===== config.mk =====
export PLATFORM = sky130hd
export DESIGN_NAME = gcm_nonce_gen
export DESIGN_NICKNAME = d
export VERILOG_FILES = /design/src/rtl/nonce_pkg.sv /design/src/rtl/nonce_salt_reg.sv /design/src/rtl/nonce_ctr.sv /design/src/rtl/nonce_issue.sv /design/src/rtl/gcm_nonce_gen.sv
export SDC_FILE = /design/constraint.sdc
export NUM_CORES = 1
export LEC_CHECK = 0
export BUFFER_PORTS_ARGS = -buffer_cell sky130_fd_sc_hd__buf_4
export CORE_ASPECT_RATIO = 2
export CORE_UTILIZATION = 48
export DETAILED_ROUTE_END_ITERATION = 8
export GPL_ROUTABILITY_DRIVEN = 0
export HOLD_SLACK_MARGIN = 0.1
export PLACE_DENSITY = 0.76
export SLEW_MARGIN = 20
export SYNTH_ARGS = -nofsm -noshare
export SYNTH_HDL_FRONTEND = slang
export SYNTH_HIERARCHICAL = 1
export SYNTH_SLANG_ARGS = --single-unit

===== constraint.sdc =====
create_clock -name clk -period 3 [get_ports clk]
set_input_delay 0.6 -clock clk [delete_from_list [all_inputs] [get_ports clk]]
set_output_delay 0.6 -clock clk [all_outputs]
set_load 0.02 [all_outputs]

===== src/rtl/nonce_pkg.sv =====
package nonce_pkg;

    localparam int SALT_W_DEFAULT = 32;
    localparam int CNT_W_DEFAULT  = 64;

    typedef enum logic [1:0] {
        NS_FRESH  = 2'd0,
        NS_PASS   = 2'd1,
        NS_NOSALT = 2'd2,
        NS_SPENT  = 2'd3
    } nonce_status_e;

    typedef struct packed {
        logic          take_count;
        nonce_status_e code;
    } nonce_verdict_t;

    function automatic nonce_verdict_t judge_request(
        input logic is_dec,
        input logic have_salt,
        input logic used_up
    );
        nonce_verdict_t v;
        v.take_count = 1'b0;
        if (is_dec) begin
            v.code = NS_PASS;
        end else if (!have_salt) begin
            v.code = NS_NOSALT;
        end else if (used_up) begin
            v.code = NS_SPENT;
        end else begin
            v.code       = NS_FRESH;
            v.take_count = 1'b1;
        end
        return v;
    endfunction

endpackage


===== src/rtl/nonce_salt_reg.sv =====
module nonce_salt_reg #(
    parameter int SALT_W = nonce_pkg::SALT_W_DEFAULT
) (
    input  logic              clk,
    input  logic              rst,
    input  logic              load_req,
    input  logic              busy,
    input  logic [SALT_W-1:0] salt_in,
    output logic              load_take,
    output logic [SALT_W-1:0] salt_q,
    output logic              armed_q
);

    assign load_take = load_req && !busy;

    always_ff @(posedge clk) begin
        if (rst) begin
            salt_q  <= '0;
            armed_q <= 1'b0;
        end else if (load_take) begin
            salt_q  <= salt_in;
            armed_q <= 1'b1;
        end
    end

endmodule


===== src/rtl/nonce_ctr.sv =====
module nonce_ctr #(
    parameter int CNT_W = nonce_pkg::CNT_W_DEFAULT
) (
    input  logic             clk,
    input  logic             rst,
    input  logic             clear,
    input  logic             bump,
    output logic [CNT_W-1:0] cnt_q,
    output logic             spent_q
);

    localparam logic [CNT_W-1:0] CNT_TOP = {CNT_W{1'b1}};
    localparam logic [CNT_W-1:0] CNT_ONE = CNT_W'(1);

    logic [CNT_W-1:0] cnt_inc;

    assign cnt_inc = cnt_q + CNT_ONE;

    always_ff @(posedge clk) begin
        if (rst) begin
            cnt_q   <= '0;
            spent_q <= 1'b0;
        end else if (clear) begin
            cnt_q   <= '0;
            spent_q <= 1'b0;
        end else if (bump && !spent_q) begin
            cnt_q   <= cnt_inc;
            spent_q <= (cnt_inc == CNT_TOP);
        end
    end

endmodule


===== src/rtl/nonce_issue.sv =====
module nonce_issue
    import nonce_pkg::*;
#(
    parameter int SALT_W = SALT_W_DEFAULT,
    parameter int CNT_W  = CNT_W_DEFAULT,
    localparam int IV_W  = SALT_W + CNT_W
) (
    input  logic              clk,
    input  logic              rst,
    input  logic              req_valid,
    input  logic              req_dec,
    input  logic [IV_W-1:0]   req_iv,
    input  logic [SALT_W-1:0] salt,
    input  logic [CNT_W-1:0]  cnt,
    input  logic              armed,
    input  logic              spent,
    output logic              bump,
    output logic              rsp_valid_q,
    output nonce_status_e     rsp_code_q,
    output logic [IV_W-1:0]   rsp_iv_q
);

    nonce_verdict_t  verdict;
    logic [IV_W-1:0] iv_next;

    always_comb begin
        verdict = judge_request(req_dec, armed, spent);
        bump    = req_valid && verdict.take_count;
        case (verdict.code)
            NS_FRESH: iv_next = {salt, cnt};
            NS_PASS:  iv_next = req_iv;
            default:  iv_next = '0;
        endcase
    end

    always_ff @(posedge clk) begin
        if (rst) begin
            rsp_valid_q <= 1'b0;
            rsp_code_q  <= NS_FRESH;
            rsp_iv_q    <= '0;
        end else begin
            rsp_valid_q <= req_valid;
            if (req_valid) begin
                rsp_code_q <= verdict.code;
                rsp_iv_q   <= iv_next;
            end
        end
    end

endmodule


===== src/rtl/gcm_nonce_gen.sv =====
module gcm_nonce_gen
    import nonce_pkg::*;
#(
    parameter int SALT_W = SALT_W_DEFAULT,
    parameter int CNT_W  = CNT_W_DEFAULT,
    localparam int IV_W  = SALT_W + CNT_W
) (
    input  logic              clk,
    input  logic              rst,
    input  logic              salt_load,
    input  logic [SALT_W-1:0] salt_in,
    output logic              salt_ready,
    input  logic              req_valid,
    input  logic              req_decrypt,
    input  logic [IV_W-1:0]   req_iv,
    output logic              rsp_valid,
    output logic [1:0]        rsp_status,
    output logic [IV_W-1:0]   rsp_iv,
    output logic              armed,
    output logic              exhausted
);

    logic              busy;
    logic              load_take;
    logic [SALT_W-1:0] salt_q;
    logic              armed_q;
    logic [CNT_W-1:0]  cnt_q;
    logic              spent_q;
    logic              bump;
    nonce_status_e     rsp_code_q;

    assign busy       = req_valid || rsp_valid;
    assign salt_ready = !busy;

    nonce_salt_reg #(.SALT_W(SALT_W)) u_salt (
        .clk       (clk),
        .rst       (rst),
        .load_req  (salt_load),
        .busy      (busy),
        .salt_in   (salt_in),
        .load_take (load_take),
        .salt_q    (salt_q),
        .armed_q   (armed_q)
    );

    nonce_ctr #(.CNT_W(CNT_W)) u_ctr (
        .clk     (clk),
        .rst     (rst),
        .clear   (load_take),
        .bump    (bump),
        .cnt_q   (cnt_q),
        .spent_q (spent_q)
    );

    nonce_issue #(.SALT_W(SALT_W), .CNT_W(CNT_W)) u_issue (
        .clk         (clk),
        .rst         (rst),
        .req_valid   (req_valid),
        .req_dec     (req_decrypt),
        .req_iv      (req_iv),
        .salt        (salt_q),
        .cnt         (cnt_q),
        .armed       (armed_q),
        .spent       (spent_q),
        .bump        (bump),
        .rsp_valid_q (rsp_valid),
        .rsp_code_q  (rsp_code_q),
        .rsp_iv_q    (rsp_iv)
    );

    assign rsp_status = rsp_code_q;
    assign armed      = armed_q;
    assign exhausted  = spent_q;

endmodule


# [Word-level counts from Yosys, hierarchy flattened]
# Cells that the tools add are included.
[word_totals] reg_bits=197 latchBits=0 ramBits=0 romBits=0 in_bits=133 out_inout_bits=102 elab_cells=25 mem_count=0
[op_classes] addsub=1 multipliers=0 n_div=0 order_cmp=0 eq_ne=2 n_shift=0 muxes=7 bitwise=0 reduce_logical=8
[op_table] cell="case mux 96 bit (2 select lines)" n=1
[op_table] cell="adder 64 x 1 -> 64 bit, second input constant" n=1
[op_table] cell="equality test 64 bit, second input constant" n=1
[op_table] cell="two-way mux 2 bit" n=3
[op_table] cell="logical AND 1 bit" n=3
[op_table] cell="two-way mux 1 bit" n=3
[op_table] cell="equality test 2 x 1 -> 1 bit, second input constant" n=1
[op_table] cell="logical NOT 1 bit" n=2
[op_table] cell="logical NOT 2 bit" n=1
[op_table] cell="OR reduction 2 bit" n=1
[op_table] cell="logical OR 1 bit" n=1

# [Longest topological paths before layout]
# Gate-level depths: netlist of the first run.
[logic_depth] ltp_word=5 depth_mapped=12 mapped_depth_nobuf=10

# [By module]
# The synthesis of the first run kept the hierarchy.
[by_module_without_submodules] module="nonce_ctr" n_inst=1 cells_each=505 area_per_inst_um2=3921.3 seq_area_each_um2=1301.2
[by_module_without_submodules] module="nonce_issue" n_inst=1 cells_each=362 area_per_inst_um2=3906.2 seq_area_each_um2=1981.9
[by_module_without_submodules] module="nonce_salt_reg" n_inst=1 cells_each=147 area_per_inst_um2=1541.5 seq_area_each_um2=660.6
[by_module_without_submodules] module="gcm_nonce_gen" n_inst=1 cells_each=2 area_per_inst_um2=10.0 seq_area_each_um2=0.0

# [Worst setup path before layout of the first run]
# Ideal clock, no wire load.
[synth_timing] path_type="in2reg" from="input port req_decrypt" to="register u_ctr.spent_q" setup_time_ps=84 arrival_time_ps=2866 required_ps=2916 slack_ps=50 cell_stages=11 n_path_buf=2 cell_sequence="buf_2 > nor3b_4 > buf_2 > and2_1 > nand2b_1 > or4_1 > nor4_1 > nand4_1 > nor4_2 > nand4_1 > o31ai_2"
[synth_via] elab_chain_len=3
[synth_rtl] element="from (decl)" line_no="gcm_nonce_gen.sv:14" text="input logic req_decrypt,"
[synth_rtl] element="two-way mux 1 bit" line_no="nonce_pkg.sv:25" text="if (is_dec) begin"
[synth_rtl] element="logical AND 1 bit" line_no="nonce_issue.sv:28" text="bump = req_valid && verdict.take_count;"
[synth_rtl] element="named net bump" line_no="gcm_nonce_gen.sv:29" text="logic bump;"
[synth_rtl] element="logical AND 1 bit" line_no="nonce_ctr.sv:26" text="end else if (bump && !spent_q) begin"
[synth_rtl] element="to (signal assigned)" line_no="nonce_ctr.sv:28" text="spent_q <= (cnt_inc == CNT_TOP);"
[synth_rtl] element="to (decl)" line_no="nonce_ctr.sv:9" text="output logic spent_q"
# The timed path passes the listed nets, and every way through them passes these cells.
# A chain may end at the register's enable or synchronous reset.

# [Final worst setup path of the first run]
[layout_timing] from="register u_ctr.cnt_q[5]" to="register u_ctr.spent_q"
[layout_via] elab_chain_len=2
[layout_rtl] element="from (decl)" line_no="nonce_ctr.sv:8" text="output logic [CNT_W-1:0] cnt_q,"
[layout_rtl] element="from (signal assigned)" line_no="nonce_ctr.sv:27" text="cnt_q <= cnt_inc;"
[layout_rtl] element="adder 64 x 1 -> 64 bit" line_no="nonce_ctr.sv:17" text="assign cnt_inc = cnt_q + CNT_ONE;"
[layout_rtl] element="equality test 64 bit" line_no="nonce_ctr.sv:28"
# No other way between the ends.

==> results of run 1 <==
## cell families after synthesis
group / after synthesis
flip-flops: 197
buffers and inverters: 94
AO/OA/AOI/OAI: 189
XOR/XNOR: 75
multiplexers: 1
AND/OR/NAND/NOR: 458
adder cells (fa/ha/maj): 2
## state kept, by name, summed over array words and instances (netlist names)
| signal | count |
|---|---|
| u_ctr/cnt_q | 64 |
| u_ctr/spent_q | 1 |
| u_issue/rsp_code_q | 2 |
| u_issue/rsp_iv_q | 96 |
| u_issue/rsp_valid_q | 1 |
| u_salt/armed_q | 1 |
| u_salt/salt_q | 32 |
## per-layer routing
| layer | vias to the layer above | global-route usage [%] |
|---|---|---|
| met1 | 4297 | 30.9 |
| met4 | 0 | 18.4 |
| met3 | 99 | 5.53 |
| met2 | 360 | 53.8 |
| li1 | 4237 | - |
| met5 | - | 0 |
## stage by stage
stage          hold WS [ns]  power (mW)  utilization [%]  instances  cell area (µm²)
4_1_cts               0.421        5.79             63.0       1518            12100
2_1_floorplan         0.442        3.10                -       1016             9380
5_1_grt               0.435        5.93             63.0       1520            12200
3_5_place_dp          0.456        3.39             59.8       1486            11500
6_report              0.438        5.75             63.0       1520            12200
3_3_place_gp          0.451        3.39             59.8       1486            11500
## where the power goes
part,total (mW),switching (mW),internal (mW)
combinational,0.594,0.299,0.295
clock,2.42,1.07,1.35
sequential,2.74,0.0447,2.69
## final timing paths
check | slack, ns | endpoint | depth (start not counted)
hold reg to reg | 0.47 | u_salt/salt_q[16] | 2
setup reg to reg | 0.20 | u_ctr/spent_q | 8
setup / recovery | 0.20 | u_ctr/spent_q | 8
hold / removal | 0.44 | u_salt/salt_q[29] | 3
## layout make-up
type,instances,area (µm²)
antenna,2,5.00
clock buffer,19,443
clock inverter,13,169
fill,1705,7130
inverter,7,26.3
multi-input combinational,725,4980
sequential,197,3940
tap,259,324
timing repair buffer,298,2260
## worst max-delay path: stages (launching register included)
cell	delay, ns
dfxtp_1	0.49
nand4_4	0.17
nor4_1	0.65
nand4_1	0.16
buf_4	0.21
or4b_2	0.59
o21ai_0	0.09
nand4_1	0.14
o31ai_2	0.23
## placed cells by master, fill, tap and decap left out, types with 18 or more instances in the layout
master / Yosys / layout
nand4bb_1: 32 / 32
and3_1: 89 / 89
nor3_1: 23 / 23
xor2_1: 33 / 33
nand3_1: 26 / 26
dfxtp_1: 197 / 197
xnor2_1: 42 / 42
a221o_1: 81 / 81
nand2b_1: 38 / 38
buf_4: 1 / 296
nand4_1: 42 / 42
nand2_1: 40 / 40
nor2_1: 100 / 99
a211oi_1: 18 / 18
==> flow_summary.yaml, run 1 <==
grt:
  grt_pass1_wl_mm: 46.0
  antenna_found_initial: 2
  overflow: 0
  grt.total_usage_pct: 29.6
  grt_pass1_vias: 8721
  grt_max_degree: 99
sta:
  period_needed_ns: 2.80
  fmaxAchievable_mhz: 358
  rsz0062_at_grt: "false"
  fin_setup_tns_ns: 0
  finalSetupViolCount: 0
  worst_pin_slew_ns: 0.912
  relSlewSlack_pct: 39.2
  hold_viol_final: 0
  slew_viol_final: 0
  setup_ws_ns: 0.204
  fin_skew_ns: 0.0124
  period_share_pct: 93.2
power_and_ir_drop:
  ir_drop_v: 0.000375
  powerDensity_nw_per_um2: 473
  power.leakage_nw: 4.93
synthesis:
  yosysWarnings: 6
  muxShareOfSynthArea_pct: 0.120
  synthTopCellsByCount: "dfxtp_1, nor2_1, and3_1"
  yosys.area_share.simple_pct: 28.9
  syn-cell-area_um2: 9380
  synth_xor_area_share_pct: 7.00
  synth_compound_area_share_pct: 16.6
  yosys-top-cells-area: "dfxtp_1, a221o_1, and3_1, nor2_1, xnor2_1"
  async_flop_share_pct: 0
  ys.flop_type: "dfxtp_1"
  synth_top_area_cell: "dfxtp_1"
  syn_inst: 1016
  synth_top_area_share_pct: 42.0
  syn_nets: 1151
  synthAdderAreaFrac_pct: 0.267
  synth-edff-count: 0
  ys_ff_latch: 197
  synth_top_family_by_area: "simple AND/OR/NAND/NOR gates"
  synth.distinct_cells: 59
  syn_area_per_cell_um2: 9.23
  seq_area_frac_synth_pct: 42.0
  yosysMostFrequentCell: "dfxtp_1"
setup_path:
  r2r_start: "u_ctr/cnt_q[5]"
  start_kind: "flip-flop"
  critPathLaunch: "u_ctr/cnt_q[5]"
  endpoint_kind: "flip-flop"
  path_class: "flip-flop to flip-flop"
  crit_fanout: 7
  crit_required_ns: 3.36
  crit_arrival_ns: 3.16
detailed_routing:
  ant_nets: 0
  routed-via-count: 8993
  met1_length_mm: 11.0
  dr_wl_met2_mm: 15.7
  drc: 0
  wl_per_cell_um: 19.7
  first_iter_violations: 587
  wl_met3_mm: 1.64
  post_drt_via_cell_ratio: 5.92
  drt-total-wl_mm: 29.9
  highest_layer: "met4"
  dr.pass1.iters: 5
layout:
  final_nets: 1381
  drive_gt1_share_pct: 28.4
  areaGrowthSynthToFinish_pct: 29.6
floorplanning:
  row_count: 72
  die_h_um: 200
  fp.dieW_um: 101
  dieArea_um2: 20100
  core_um2: 19300
  start_util_pct: 48.7
  io-pin-count: 235
placed_design:
  dp_hpwl_mm: 21.2
  port_buffers: 234
  dp_slack_ns: 0.242
cts:
  cts_tree: "yes"
  numCtsBuffers: 17
  cts_sinks: 197
  clockBufferDepth: 2
  htreeDepth: 4
  hold_buffers: 0
  cts_root_buf: "clkbuf_16"
  insertion_delay_ns: 0.44
  cts_setup_buffers: 0
  clk_pin_slew_worst_paths_ns: 0.08
  cts-resized-gates: 0
flow_run:
  cap_viol_max_count: 0
outcome:
  status: "finished clean"
hold_path:
  min_from: "salt_in[29]"
  hp-class: "primary input to flip-flop"
Power figures use the tool's default switching activity.
==> inputs of run 2 (changes only) <==
- CORE_ASPECT_RATIO: 2 -> 1.25
- CORE_UTILIZATION: 48 -> 49
- PLACE_DENSITY: 0.76 -> 0.77
- SYNTH_HIERARCHICAL: 1 -> unset
==> flow_summary.yaml, run 2 <==
cts:
  clockBufferDepth: 2
  htreeDepth: 4
  cts_tree: "yes"
  insertion_delay_ns: 0.43
  hold_buffers: 0
  cts-resized-gates: 0
  clk_pin_slew_worst_paths_ns: 0.07
  cts_setup_buffers: 0
  cts_root_buf: "clkbuf_16"
  cts_sinks: 197
  numCtsBuffers: 17
grt:
  grt.total_usage_pct: 27.3
  grt_use_met2_pct: 46.7
  grt_pass1_vias: 8581
  antenna_found_initial: 0
  grt_max_degree: 134
  met1_usage_pct: 33.6
  met3_usage_pct: 4.29
  overflow: 0
  grt_pass1_wl_mm: 43.5
  top_usage_layer: "met2"
synthesis:
  yosysWarnings: 0
  syn-cell-area_um2: 9530
  synth.distinct_cells: 45
  synth-edff-count: 0
  synth_top_area_cell: "dfxtp_1"
  muxShareOfSynthArea_pct: 0
  synthAdderAreaFrac_pct: 0.263
  async_flop_share_pct: 0
  synthTopCellsByCount: "dfxtp_1, nor2_1, a21oi_1"
  synth_xor_area_share_pct: 7.26
  yosysMostFrequentCell: "dfxtp_1"
  synth_top_area_share_pct: 41.4
  syn_inst: 1208
  ys_ff_latch: 197
  ys.flop_type: "dfxtp_1"
  yosys-top-cells-area: "dfxtp_1, a22o_1, a21oi_1, nor2_1, nor2b_1"
  yosys.area_share.simple_pct: 28.2
  synth_compound_area_share_pct: 18.3
  synth_top_family_by_area: "simple AND/OR/NAND/NOR gates"
  syn_area_per_cell_um2: 7.89
  syn_nets: 1343
  seq_area_frac_synth_pct: 41.4
setup_path:
  crit_path_top_delay_cell: "or4_4"
  crit_fanout: 6
  path_cells: "nand2_1, or3_1, or4_4, nor3_4, or4b_1, a2111o_1, o31ai_2"
  endpoint_kind: "flip-flop"
  start_kind: "flip-flop"
  crit_required_ns: 3.35
  crit_arrival_ns: 3.25
  path_class: "flip-flop to flip-flop"
  crit_buf_inv: 0
  cp_top_family: "simple AND/OR/NAND/NOR gates"
  critPathMaxStageDelay_ns: 0.47
sta:
  rsz0062_at_grt: "false"
  relSlewSlack_pct: 27.0
  period_share_pct: 96.5
  worst_pin_slew_ns: 1.10
  period_needed_ns: 2.90
  fmaxAchievable_mhz: 345
  hold_viol_final: 0
  finalSetupViolCount: 0
  hold_ws_ns: 0.408
  fin_setup_tns_ns: 0
  fin_skew_ns: 0.00987
  slew_viol_final: 0
hold_path:
  hp-class: "primary input to flip-flop"
floorplanning:
  dieArea_um2: 20000
  row_count: 56
  start_util_pct: 50.4
  die_h_um: 158
  io-pin-count: 235
  fp.dieW_um: 127
  core_um2: 18900
layout:
  layout_common_cells: "buf_4, dfxtp_1, nor2_1, a21oi_1, nand2_1"
  diodes: 0
  top_regs: "u_issue.rsp_iv_q: 96 flops, u_ctr.cnt_q: 64 flops, u_salt.salt_q: 32 flops"
  fin_cells: 1645
  areaGrowthSynthToFinish_pct: 27.2
  drive_gt1_share_pct: 22.6
  stdcell_area_um2: 12100
  mostFrequentLayoutCell: "buf_4"
  largest_reg_flops: 96
  fillCellCount: 1680
  final_nets: 1535
  regMostFlops: "u_issue.rsp_iv_q"
detailed_routing:
  routed-via-count: 9250
  first_iter_violations: 625
  post_drt_via_cell_ratio: 5.62
  wl_per_cell_um: 16.7
  drt-total-wl_mm: 27.5
  drc: 0
  ant_nets: 0
  dr.pass1.iters: 5
power_and_ir_drop:
  power.total_mw: 5.55
  power.leakage_nw: 4.71
  powerDensity_nw_per_um2: 458
  ir_drop_v: 0.000328
outcome:
  status: "finished clean"
placed_design:
  port_buffers: 234
  placed_area_um2: 11500
  dp_hpwl_mm: 18.4
  dp_cells: 1613
flow_run:
  cap_viol_max_count: 0
## run 2: cell count changes in the layout (fill, tap and decap cells not counted), sizes merged, moves of 15 or more
cell and change:
a211oi -15, a21oi +128, a221o -81, a22o +96, a22oi -15, and3 -81
buf -18, nand2 +79, nand2b -35, nand4bb -32, nor2 +81, nor2b +96
o21ai -31
## run 2: stage by stage
stage / utilization, % / worst slack [ns]
2_1_floorplan: - / 0.180
3_3_place_gp: 61.0 / 0.182
3_5_place_dp: 61.0 / 0.142
4_1_cts: 64.1 / 0.121
5_1_grt: 64.1 / 0.000566
6_report: 64.1 / 0.105
## run 2: layout make-up
type	instances	area, µm²	area share [%]
multi-input combinational	900	5160	42.6
sequential	197	3940	32.5
timing repair buffer	280	2130	17.5
clock buffer	18	429	3.54
tap	232	290	2.39
clock inverter	14	150	1.24
inverter	4	15.0	0.124
## run 2: cell families after synthesis
group | count (synthesis)
AO/OA/AOI/OAI | 267
XOR/XNOR | 79
buffers and inverters | 111
adder cells (fa/ha/maj) | 2
AND/OR/NAND/NOR | 552
flip-flops | 197
## run 2: worst paths after layout
| check | end | from | cells past startpoint | slack, ns |
|---|---|---|---|---|
| worst min-delay path | u_salt.salt_q[13] | salt_in[13] | 3 | 0.41 |
| worst min register to register | u_salt.salt_q[6] | u_salt.salt_q[6] | 2 | 0.45 |
| worst max register to register | u_ctr.spent_q | u_ctr.cnt_q[15] | 7 | 0.10 |
| worst max-delay path | u_ctr.spent_q | u_ctr.cnt_q[15] | 7 | 0.10 |
## run 2: power by group
part	switching (mW)	internal, mW	leakage, nW
clock	1.07	1.17	0.271
combinational	0.323	0.285	2.84
sequential	0.0298	2.67	1.60
total	1.42	4.13	4.71
## run 2: tightest hold or removal path: stages
cell     delay, ns
buf_4         0.10
nand2_1       0.04
a21oi_1       0.05
## run 2: metal layers
metal	vias up	share of wire, %
met3	57	5.7
met2	336	48
met1	4324	43
li1	4533	-
met5	-	0
met4	0	3.1
